[src/rtl/pin_evt_pkg.sv]
package pin_evt_pkg;

    localparam int FLAG_BIT = 24;
    localparam int CODE_LSB = 16;
    localparam int CODE_W   = 4;
    localparam int LOCK_BIT = 15;
    localparam int PAD_W    = 15;

    typedef enum logic [2:0] {
        TRIG_NONE,
        TRIG_RISE,
        TRIG_FALL,
        TRIG_ANY,
        TRIG_LOW,
        TRIG_HIGH
    } trig_t;

    typedef enum logic [1:0] {
        REQ_NONE,
        REQ_DMA,
        REQ_IRQ
    } req_t;

    typedef struct packed {
        trig_t trig;
        req_t  req;
    } mode_t;

    function automatic mode_t decode_code(input logic [CODE_W-1:0] code);
        mode_t m;
        case (code)
            4'd1:    m = '{TRIG_RISE, REQ_DMA};
            4'd2:    m = '{TRIG_FALL, REQ_DMA};
            4'd3:    m = '{TRIG_ANY,  REQ_DMA};
            4'd8:    m = '{TRIG_LOW,  REQ_IRQ};
            4'd9:    m = '{TRIG_RISE, REQ_IRQ};
            4'd10:   m = '{TRIG_FALL, REQ_IRQ};
            4'd11:   m = '{TRIG_ANY,  REQ_IRQ};
            4'd12:   m = '{TRIG_HIGH, REQ_IRQ};
            default: m = '{TRIG_NONE, REQ_NONE};
        endcase
        return m;
    endfunction

endpackage

[src/rtl/pin_sync.sv]
module pin_sync #(
    parameter int STAGES = 2
) (
    input  logic clk_i,
    input  logic rst_ni,
    input  logic pin_i,
    output logic level_o,
    output logic prev_o
);
    logic [STAGES-1:0] chain_q;
    logic              prev_q;

    generate
        for (genvar i = 0; i < STAGES; i++) begin : g_stage
            if (i == 0) begin : g_first
                always_ff @(posedge clk_i or negedge rst_ni) begin
                    if (!rst_ni) chain_q[0] <= 1'b0;
                    else         chain_q[0] <= pin_i;
                end
            end else begin : g_next
                always_ff @(posedge clk_i or negedge rst_ni) begin
                    if (!rst_ni) chain_q[i] <= 1'b0;
                    else         chain_q[i] <= chain_q[i-1];
                end
            end
        end
    endgenerate

    always_ff @(posedge clk_i or negedge rst_ni) begin
        if (!rst_ni) prev_q <= 1'b0;
        else         prev_q <= chain_q[STAGES-1];
    end

    assign level_o = chain_q[STAGES-1];
    assign prev_o  = prev_q;
endmodule

[src/rtl/trig_detect.sv]
module trig_detect
    import pin_evt_pkg::*;
(
    input  logic  level_i,
    input  logic  prev_i,
    input  mode_t mode_i,
    output logic  edge_hit_o,
    output logic  level_hit_o
);
    logic rise;
    logic fall;

    assign rise = level_i & ~prev_i;
    assign fall = ~level_i & prev_i;

    always_comb begin
        edge_hit_o  = 1'b0;
        level_hit_o = 1'b0;
        unique case (mode_i.trig)
            TRIG_RISE: edge_hit_o  = rise;
            TRIG_FALL: edge_hit_o  = fall;
            TRIG_ANY:  edge_hit_o  = rise | fall;
            TRIG_LOW:  level_hit_o = ~level_i;
            TRIG_HIGH: level_hit_o = level_i;
            default:   ;
        endcase
    end
endmodule

[src/rtl/flag_fsm.sv]
module flag_fsm (
    input  logic clk_i,
    input  logic rst_ni,
    input  logic edge_hit_i,
    input  logic level_hit_i,
    input  logic clr_i,
    output logic flag_o
);
    typedef enum logic {
        FLAG_CLEAR,
        FLAG_PENDING
    } flag_state_t;

    flag_state_t state_q;
    flag_state_t state_d;

    always_ff @(posedge clk_i or negedge rst_ni) begin
        if (!rst_ni) state_q <= FLAG_CLEAR;
        else         state_q <= state_d;
    end

    always_comb begin
        state_d = state_q;
        unique case (state_q)
            FLAG_CLEAR: begin
                if (edge_hit_i || (level_hit_i && !clr_i)) state_d = FLAG_PENDING;
            end
            FLAG_PENDING: begin
                if (clr_i && !edge_hit_i) state_d = FLAG_CLEAR;
            end
            default: state_d = FLAG_CLEAR;
        endcase
    end

    always_comb begin
        flag_o = (state_q == FLAG_PENDING);
    end
endmodule

[src/rtl/pin_event_unit.sv]
module pin_event_unit
    import pin_evt_pkg::*;
#(
    parameter int                SYNC_STAGES = 2,
    parameter logic [PAD_W-1:0]  PAD_MASK    = 15'h0F07
) (
    input  logic        clk_i,
    input  logic        rst_ni,
    input  logic        pin_i,
    input  logic        reg_wr_i,
    input  logic [31:0] reg_wdata_i,
    output logic [31:0] reg_rdata_o,
    output logic [14:0] pad_ctl_o,
    output logic        irq_o,
    output logic        dma_req_o,
    input  logic        dma_done_i
);
    localparam int CODE_MSB = CODE_LSB + CODE_W - 1;

    logic [CODE_W-1:0] code_q;
    logic              lock_q;
    logic [PAD_W-1:0]  pad_q;
    mode_t             mode;
    logic              level;
    logic              prev;
    logic              edge_hit;
    logic              level_hit;
    logic              sw_clr;
    logic              dma_clr;
    logic              flag;
    logic              unused_wdata;

    always_ff @(posedge clk_i or negedge rst_ni) begin
        if (!rst_ni) begin
            code_q <= '0;
            lock_q <= 1'b0;
            pad_q  <= '0;
        end else if (reg_wr_i) begin
            code_q <= reg_wdata_i[CODE_MSB:CODE_LSB];
            if (!lock_q) begin
                lock_q <= reg_wdata_i[LOCK_BIT];
                pad_q  <= reg_wdata_i[PAD_W-1:0] & PAD_MASK;
            end
        end
    end

    assign mode = decode_code(code_q);

    pin_sync #(.STAGES(SYNC_STAGES)) u_sync (
        .clk_i   (clk_i),
        .rst_ni  (rst_ni),
        .pin_i   (pin_i),
        .level_o (level),
        .prev_o  (prev)
    );

    trig_detect u_detect (
        .level_i     (level),
        .prev_i      (prev),
        .mode_i      (mode),
        .edge_hit_o  (edge_hit),
        .level_hit_o (level_hit)
    );

    assign sw_clr  = reg_wr_i & reg_wdata_i[FLAG_BIT];
    assign dma_clr = dma_done_i & (mode.req == REQ_DMA);

    flag_fsm u_flag (
        .clk_i       (clk_i),
        .rst_ni      (rst_ni),
        .edge_hit_i  (edge_hit),
        .level_hit_i (level_hit),
        .clr_i       (sw_clr | dma_clr),
        .flag_o      (flag)
    );

    assign irq_o     = flag & (mode.req == REQ_IRQ);
    assign dma_req_o = flag & (mode.req == REQ_DMA);
    assign pad_ctl_o = pad_q;

    always_comb begin
        reg_rdata_o                    = '0;
        reg_rdata_o[FLAG_BIT]          = flag;
        reg_rdata_o[CODE_MSB:CODE_LSB] = code_q;
        reg_rdata_o[LOCK_BIT]          = lock_q;
        reg_rdata_o[PAD_W-1:0]         = pad_q;
    end

    assign unused_wdata = ^{reg_wdata_i[31:25], reg_wdata_i[23:20]};
endmodule

[config.mk]
export PLATFORM = sky130hd
export DESIGN_NAME = pin_event_unit
export DESIGN_NICKNAME = d
export VERILOG_FILES = /design/src/rtl/pin_evt_pkg.sv /design/src/rtl/pin_sync.sv /design/src/rtl/trig_detect.sv /design/src/rtl/flag_fsm.sv /design/src/rtl/pin_event_unit.sv
export SDC_FILE = /design/constraint.sdc
export NUM_CORES = 1
export LEC_CHECK = 0
export BUFFER_PORTS_ARGS = -buffer_cell sky130_fd_sc_hd__buf_4
export CORE_ASPECT_RATIO = 0.9
export CORE_MARGIN = 1
export CORE_UTILIZATION = 37
export DETAILED_ROUTE_END_ITERATION = 7
export GPL_TIMING_DRIVEN = 1
export PLACE_DENSITY = 0.79
export SETUP_SLACK_MARGIN = 0.05
export SYNTH_ARGS = -nofsm -noshare
export SYNTH_HDL_FRONTEND = slang
export SYNTH_SLANG_ARGS = --single-unit
[constraint.sdc]
create_clock -name clk_i -period 1.7 [get_ports clk_i]
set_clock_uncertainty 0.2 [all_clocks]
set_input_delay 0.085 -clock clk_i [delete_from_list [all_inputs] [get_ports clk_i]]
set_output_delay 0.085 -clock clk_i [all_outputs]
set_load 0.01 [all_outputs]
==> results of run 1 <==
==> worst reg2reg max path, delay by kind of cell (launching register included) <==
| family | cells | cell delay [ns] |
|---|---|---|
| multiplexers | 1 | 0.29 |
| flip-flops | 1 | 0.46 |
| buffers and inverters | 1 | 0.57 |
==> sequential cells by signal, summed over array words and instances (netlist names) <==
register	flops
u_sync.prev_o	1
u_sync.level_o	1
lock_q	1
u_sync.chain_q	1
pad_ctl_o	7
code_q	4
u_flag.flag_o	1
==> cell usage after synthesis, drive strengths merged <==
cell / instances
a221o: 1
nor3: 1
nor2b: 1
o21ai: 2
nand2: 1
conb: 1
nor2: 2
mux2: 11
inv: 3
a31oi: 1
buf: 38
a21oi: 1
dfrtp: 16
and2: 1
and3: 1
xnor2: 1
ha: 2
a21o: 1
mux2i: 1
==> metrics by stage <==
step                      setup slack, ns  utilization, %  power (mW)  cell area, sq um
after floorplan                     0.414               -       0.770              1080
after global placement              0.338            44.9       0.858              1120
after detailed placement            0.313            44.9       0.875              1120
after CTS                          0.0646            55.6        1.18              1380
after global routing               0.0494            55.6        1.23              1380
final                              0.0735            55.6        1.17              1380
==> cell type report <==
class / count / area share (%)
Sequential cell: 16 / 29.0
Timing Repair Buffer: 61 / 37.1
Multi-Input combinational cell: 55 / 27.9
Inverter: 3 / 0.814
Tap cell: 28 / 2.53
Clock buffer: 4 / 2.62
==> kinds of logic after synthesis <==
| kind of cell | count (synthesis) | synth area share [%] |
|---|---|---|
| buffers and inverters | 41 | 30.9 |
| DFF | 16 | 40.7 |
| muxes | 12 | 16.3 |
| and+or+nand+nor | 7 | 4.32 |
| AOI/OAI and AO/OA | 6 | 4.07 |
| adders and majority gates | 2 | 2.54 |
| other | 1 | 0.381 |
| xor gates and xnor gates | 1 | 0.890 |
==> metal layers <==
metal	vias to the layer above	track usage (%)	share of wire [%]
met5	-	0	0
met4	0	9.76	2.0
met3	4	1.01	4.7
met2	42	29.2	57
met1	320	15.1	36
li1	322	-	-
==> worst paths after layout <==
check	start	slack (ns)	end
worst max-delay path	code_q[1]	0.07	code_q[1]
worst min-delay path	rst_ni	0.03	u_sync.chain_q[0]
worst max register to register	code_q[1]	0.07	code_q[1]
worst min register to register	u_sync.chain_q[0]	0.17	u_sync.level_o
max in group asynchronous	rst_ni	1.08	code_q[2]
min in group clk_i	reg_wr_i	0.15	pad_ctl_o[11]
==> power groups by stage <==
stage          Combinational [mW]  Clock [mW]  Sequential, mW
6_report                    0.417       0.255           0.498
5_1_grt                     0.448       0.276           0.510
4_1_cts                     0.418       0.264           0.497
3_5_place_dp                0.370           0           0.505
3_3_place_gp                0.360           0           0.497
2_1_floorplan               0.258           0           0.512
==> repair_timing <==
action / 4_1_cts / 5_1_grt
setup endpoints to repair: 0 / 18
resized for setup: 0 / 3
hold endpoints to repair: 30 / 0
hold buffers: 23 / 0
==> results by group, run 1 <==
Setup path
  • Worst reg2reg path depth: 2
  • Delay-heaviest family, CP: buffers and inverters
  • CP required: 1.68 ns
  • Crit Path Class: flop to flop
  • Critical path depth in cells: 2
  • Biggest cell delay along the critical path: 0.57 ns
  • Worst setup SP type: flop
  • Sequence of cells on the critical path: mux2_2, dlygate4sd3_1
  • Crit path DAT: 1.60 ns
  • Slowest CP cell: dlygate4sd3_1
  • Kind of end point of the critical path: flop
  • WP buf/inv: 1
  • Crit path max fanout: 6

Final layout
  • Proportion of layout cells with a drive suffix above 1: 42.4%
  • ANT cells: 0
  • Most common cell after layout, fill and taps aside: buf_4
  • Area occupied by multi-input gates: 385 sq um
  • Fin cells: 167
  • Commonest cells after routing, fill and taps aside: buf_4, conb_1, dlygate4sd3_1
  • Register Area: 402 sq um
  • Final net count: 179
  • Fill cells: 217
  • Area Overhead vs Synth: 40.4%

Placement
  • Hpwl dp: 1360 um
  • Placed Instances: 141
  • Final Wtd Congestion: 0.697
  • IO Port Bufs: 39

Pwr
  • Net Sw Power: 0.349 mW
  • Share of power burned in registers: 42.6%
  • PD cells: 846 nW/um^2
  • P_int: 0.821 mW
  • Sw frac: 29.8%
  • Leak: 0.704 nW
  • Combinational Power Share: 35.6%
  • Clock share of power: 21.8%
  • Worst VDD drop: 0.457 mV

Yosys
  • Syn Area/Cell: 11.4 sq um
  • Top cell type by total area after synthesis: dfrtp_1
  • Top post-synthesis cells by area: dfrtp_1, buf_4, mux2_4
  • Register area share after synthesis: 40.7%
  • Cell variety after synth: 21
  • Syn Inst Count: 86
  • Top-area cell type share of the netlist area: 40.7%
  • Yosys reg bits: 16
  • YS warnings: 0
  • Syn Std Cell Area: 985 sq um

Worst hold path
  • Worst hold path type: input port to asynchronous set/reset pin

Clock network
  • TritonCTS buffer count: 3
  • H-tree depth: 1
  • Clk buf depth: 2
  • Clk_lat worst skew: 0.29 ns
  • TritonCTS clock tree: built
  • Setup Buffers After CTS: 0
  • Reg clk slew, reported paths: 0.10 ns
  • Clk sinks: 16
  • Root buf cell: clkbuf_4

Floorplan
  • Row Count: 17
  • Chip width: 56.4 um
  • Starting Density: 39.6%
  • Core Region: 2490 sq um
  • I/O pin cnt: 86
  • Die Y: 50.9 um
  • Die area: 2870 sq um

STA
  • Setup TNS: 0 ns
  • Fin crit share: 95.7%
  • Min Tclk post-route: 1.63 ns
  • Fmax: 615 MHz
  • RSZ-0062 raised after global routing: yes
  • Setup Viol. Count Final: 0
  • Final Max Slew Viols: 0
  • Final Hold Viols: 0
  • Worst hold margin: 0.0270 ns

Route
  • Vias per inst: 4.12
  • Post-DRT Antenna Nets: 0
  • Drt drc: 0
  • Via Count: 688
  • First drt pass iteration count: 2
  • Iteration-0 DRC Markers: 10
  • WL final: 1920 um
  • WL per Instance: 11.5 um

Global route
  • Global route overflow: 0
  • Vias in the first global route: 663
  • Largest net degree at the start of global routing: 17
  • First-pass GRT wire length: 3110 um
  • GRT Overall Usage: 14.8%
  • Initial antenna violation count: 0

Status
  • Outcome: finished clean

Flow run
  • Max Cap Viol: 0
No activity file was read; power rests on OpenSTA's default activity.
==> run 2: changes to the inputs <==
--- a/config.mk
+++ b/config.mk
@@ -12,7 +12,7 @@
 export DETAILED_ROUTE_END_ITERATION = 7
 export GPL_TIMING_DRIVEN = 1
 export PLACE_DENSITY = 0.79
-export SETUP_SLACK_MARGIN = 0.05
+export SETUP_SLACK_MARGIN = 0.3
 export SYNTH_ARGS = -nofsm -noshare
 export SYNTH_HDL_FRONTEND = slang
 export SYNTH_SLANG_ARGS = --single-unit
==> results by group, run 2 (same netlist as run 1, synthesis figures left out) <==
Status
  • Outcome: finished clean

Placement
  • Area of placed instances: 1120 sq um (unchanged)
  • Placed Instances: 141 (unchanged)
  • IO Port Bufs: 39 (unchanged)
  • Final Wtd Congestion: 0.697 (unchanged)
  • Hpwl dp: 1360 um (unchanged)

Floorplan
  • Chip width: 56.4 um (unchanged)
  • Die area: 2870 sq um (unchanged)
  • Die Y: 50.9 um (unchanged)
  • Core Region: 2490 sq um (unchanged)
  • Row Count: 17 (unchanged)
  • I/O pin cnt: 86 (unchanged)
  • Starting Density: 39.6% (unchanged)

Global route
  • Met2 GRT Util: 31.0% (+1.8 points)
  • Global route overflow: 0 (unchanged)
  • Met3 usage: 1.01% (unchanged)
  • First-pass GRT wire length: 3190 um (+2.9%)
  • Initial antenna violation count: 0 (unchanged)
  • Vias in the first global route: 678 (+2.3%)
  • GR Util met1: 14.9% (-0.16 points)
  • Grt peak-use layer: met2
  • GRT Overall Usage: 15.2% (+0.44 points)
  • Largest net degree at the start of global routing: 17 (unchanged)

Setup path
  • Worst reg2reg path depth: 5 (+3)
  • CP required: 1.41 ns (-0.27 ns)
  • Reg2reg end: u_flag.flag_o
  • Crit path DAT: 1.20 ns (-0.40 ns)
  • Kind of end point of the critical path: primary output
  • R2r startpoint: code_q[0]
  • Worst setup SP type: flop
  • Crit path max fanout: 4 (-2)
  • Crit Path Class: flop to primary output
  • R2r setup slk: 0.30 ns (+0.23 ns)

Final layout
  • Fill cells: 210 (-3.2%)
  • Fin cells: 171 (+2.4%)
  • Flip-flop count of the largest register after layout: 7 (unchanged)
  • Area Overhead vs Synth: 44.9%
  • Commonest cells after routing, fill and taps aside: buf_4, conb_1, dlygate4sd3_1
  • Final net count: 183 (+2.2%)
  • ANT cells: 0 (unchanged)
  • Final core utilization: 57.3% (+1.8 points)
  • Fin area: 1430 sq um (+3.2%)
  • Proportion of layout cells with a drive suffix above 1: 48.3% (+5.8 points)
  • Most common cell after layout, fill and taps aside: buf_4

Clock network
  • Clk buf depth: 2 (unchanged)
  • Reg clk slew, reported paths: 0.10 ns (about the same)
  • Clk_lat worst skew: 0.29 ns (about the same)
  • TritonCTS clock tree: built
  • Root buf cell: clkbuf_4
  • TritonCTS buffer count: 3 (unchanged)
  • H-tree depth: 1 (unchanged)
  • Clk sinks: 16 (unchanged)

STA
  • Min Tclk post-route: 1.49 ns (-0.138 ns)
  • Setup TNS: 0 ns (unchanged)
  • Fin crit share: 87.5% (-8.1 points)
  • Fmax: 672 MHz (+9.3%)
  • RSZ-0062 raised after global routing: yes
  • Final Max Slew Viols: 0 (unchanged)
  • Final Hold Viols: 0 (unchanged)
  • Setup Viol. Count Final: 0 (unchanged)

Worst hold path
  • HP Start: reg_wr_i
  • Worst Hold Path EP: pad_ctl_o[11]
  • Worst hold path type: input port to flop
  • Hold path depth: 4

Route
  • WL final: 2020 um (+5.0%)
  • WL per Instance: 11.8 um (+2.6%)
  • Drt drc: 0 (unchanged)
  • First drt pass iteration count: 4 (+2)
  • Vias per inst: 4.17 (+1.2%)
  • Post-DRT Antenna Nets: 0 (unchanged)
  • Iteration-0 DRC Markers: 9 (-1)
  • Via Count: 713 (+3.6%)

Pwr
  • Worst VDD drop: 0.457 mV (about the same)
  • Leak: 0.732 nW (+4.0%)
  • PD cells: 835 nW/um^2 (-1.3%)

Flow run
  • Max Cap Viol: 0 (unchanged)
[run 2: cell type report]
cell class	instances	area (sq um)	area share [%]
clock buffer	4	36.3	2.54
timing repair buffer	65	549	38.5
inverter	3	11.3	0.789
tap	28	35.0	2.46
sequential	16	404	28.3
multi-input combinational	55	390	27.4
[run 2: worst max-delay path by stage]
stage,slack (ns),end,startpoint,cells past startpoint
after global routing,0.15,dma_req_o,code_q[1],4
after floorplan,0.41,u_flag.flag_o,u_sync.level_o,5
after global placement,0.34,pad_ctl_o[10],lock_q,2
after CTS,0.21,dma_req_o,code_q[1],4
after detailed placement,0.31,u_flag.flag_o,u_sync.level_o,5
final,0.21,irq_o,code_q[1],3
[run 2: what timing repair did]
item	4_1_cts	5_1_grt
setup buffers	7	1
endpoints found under the hold margin	30	0
gates resized for setup	7	1
endpoints found under the setup margin	3	10
hold buffers	18	0
gates cloned	0	0
pin swaps	4	3
[run 2: per-stage QoR]
| stage | total power [mW] | hold WS [ns] | worst slack [ns] |
|---|---|---|---|
| after global routing | 1.25 | 0.152 | 0.148 |
| final | 1.19 | 0.141 | 0.212 |
| after CTS | 1.20 | 0.0920 | 0.215 |
| after floorplan | 0.770 | -0.411 | 0.414 |
| after detailed placement | 0.875 | -0.246 | 0.313 |
| after global placement | 0.858 | -0.250 | 0.338 |
[run 2: per-layer routing]
metal,share of wire [%],up-vias
met1,36,326
met5,0,-
li1,-,330
met2,57,53
met3,5.8,4
met4,1.7,0
[run 2: critical path: stages (launching register included)]
cell and delay (ns):
dfrtp_2 0.45, o21ai_0 0.17, and3_1 0.17, buf_4 0.12
[run 2: report_power, final]
part	switching (mW)	internal, mW
Combinational	0.175	0.265
Sequential	0.0563	0.439
Clock	0.126	0.130
Total	0.357	0.834
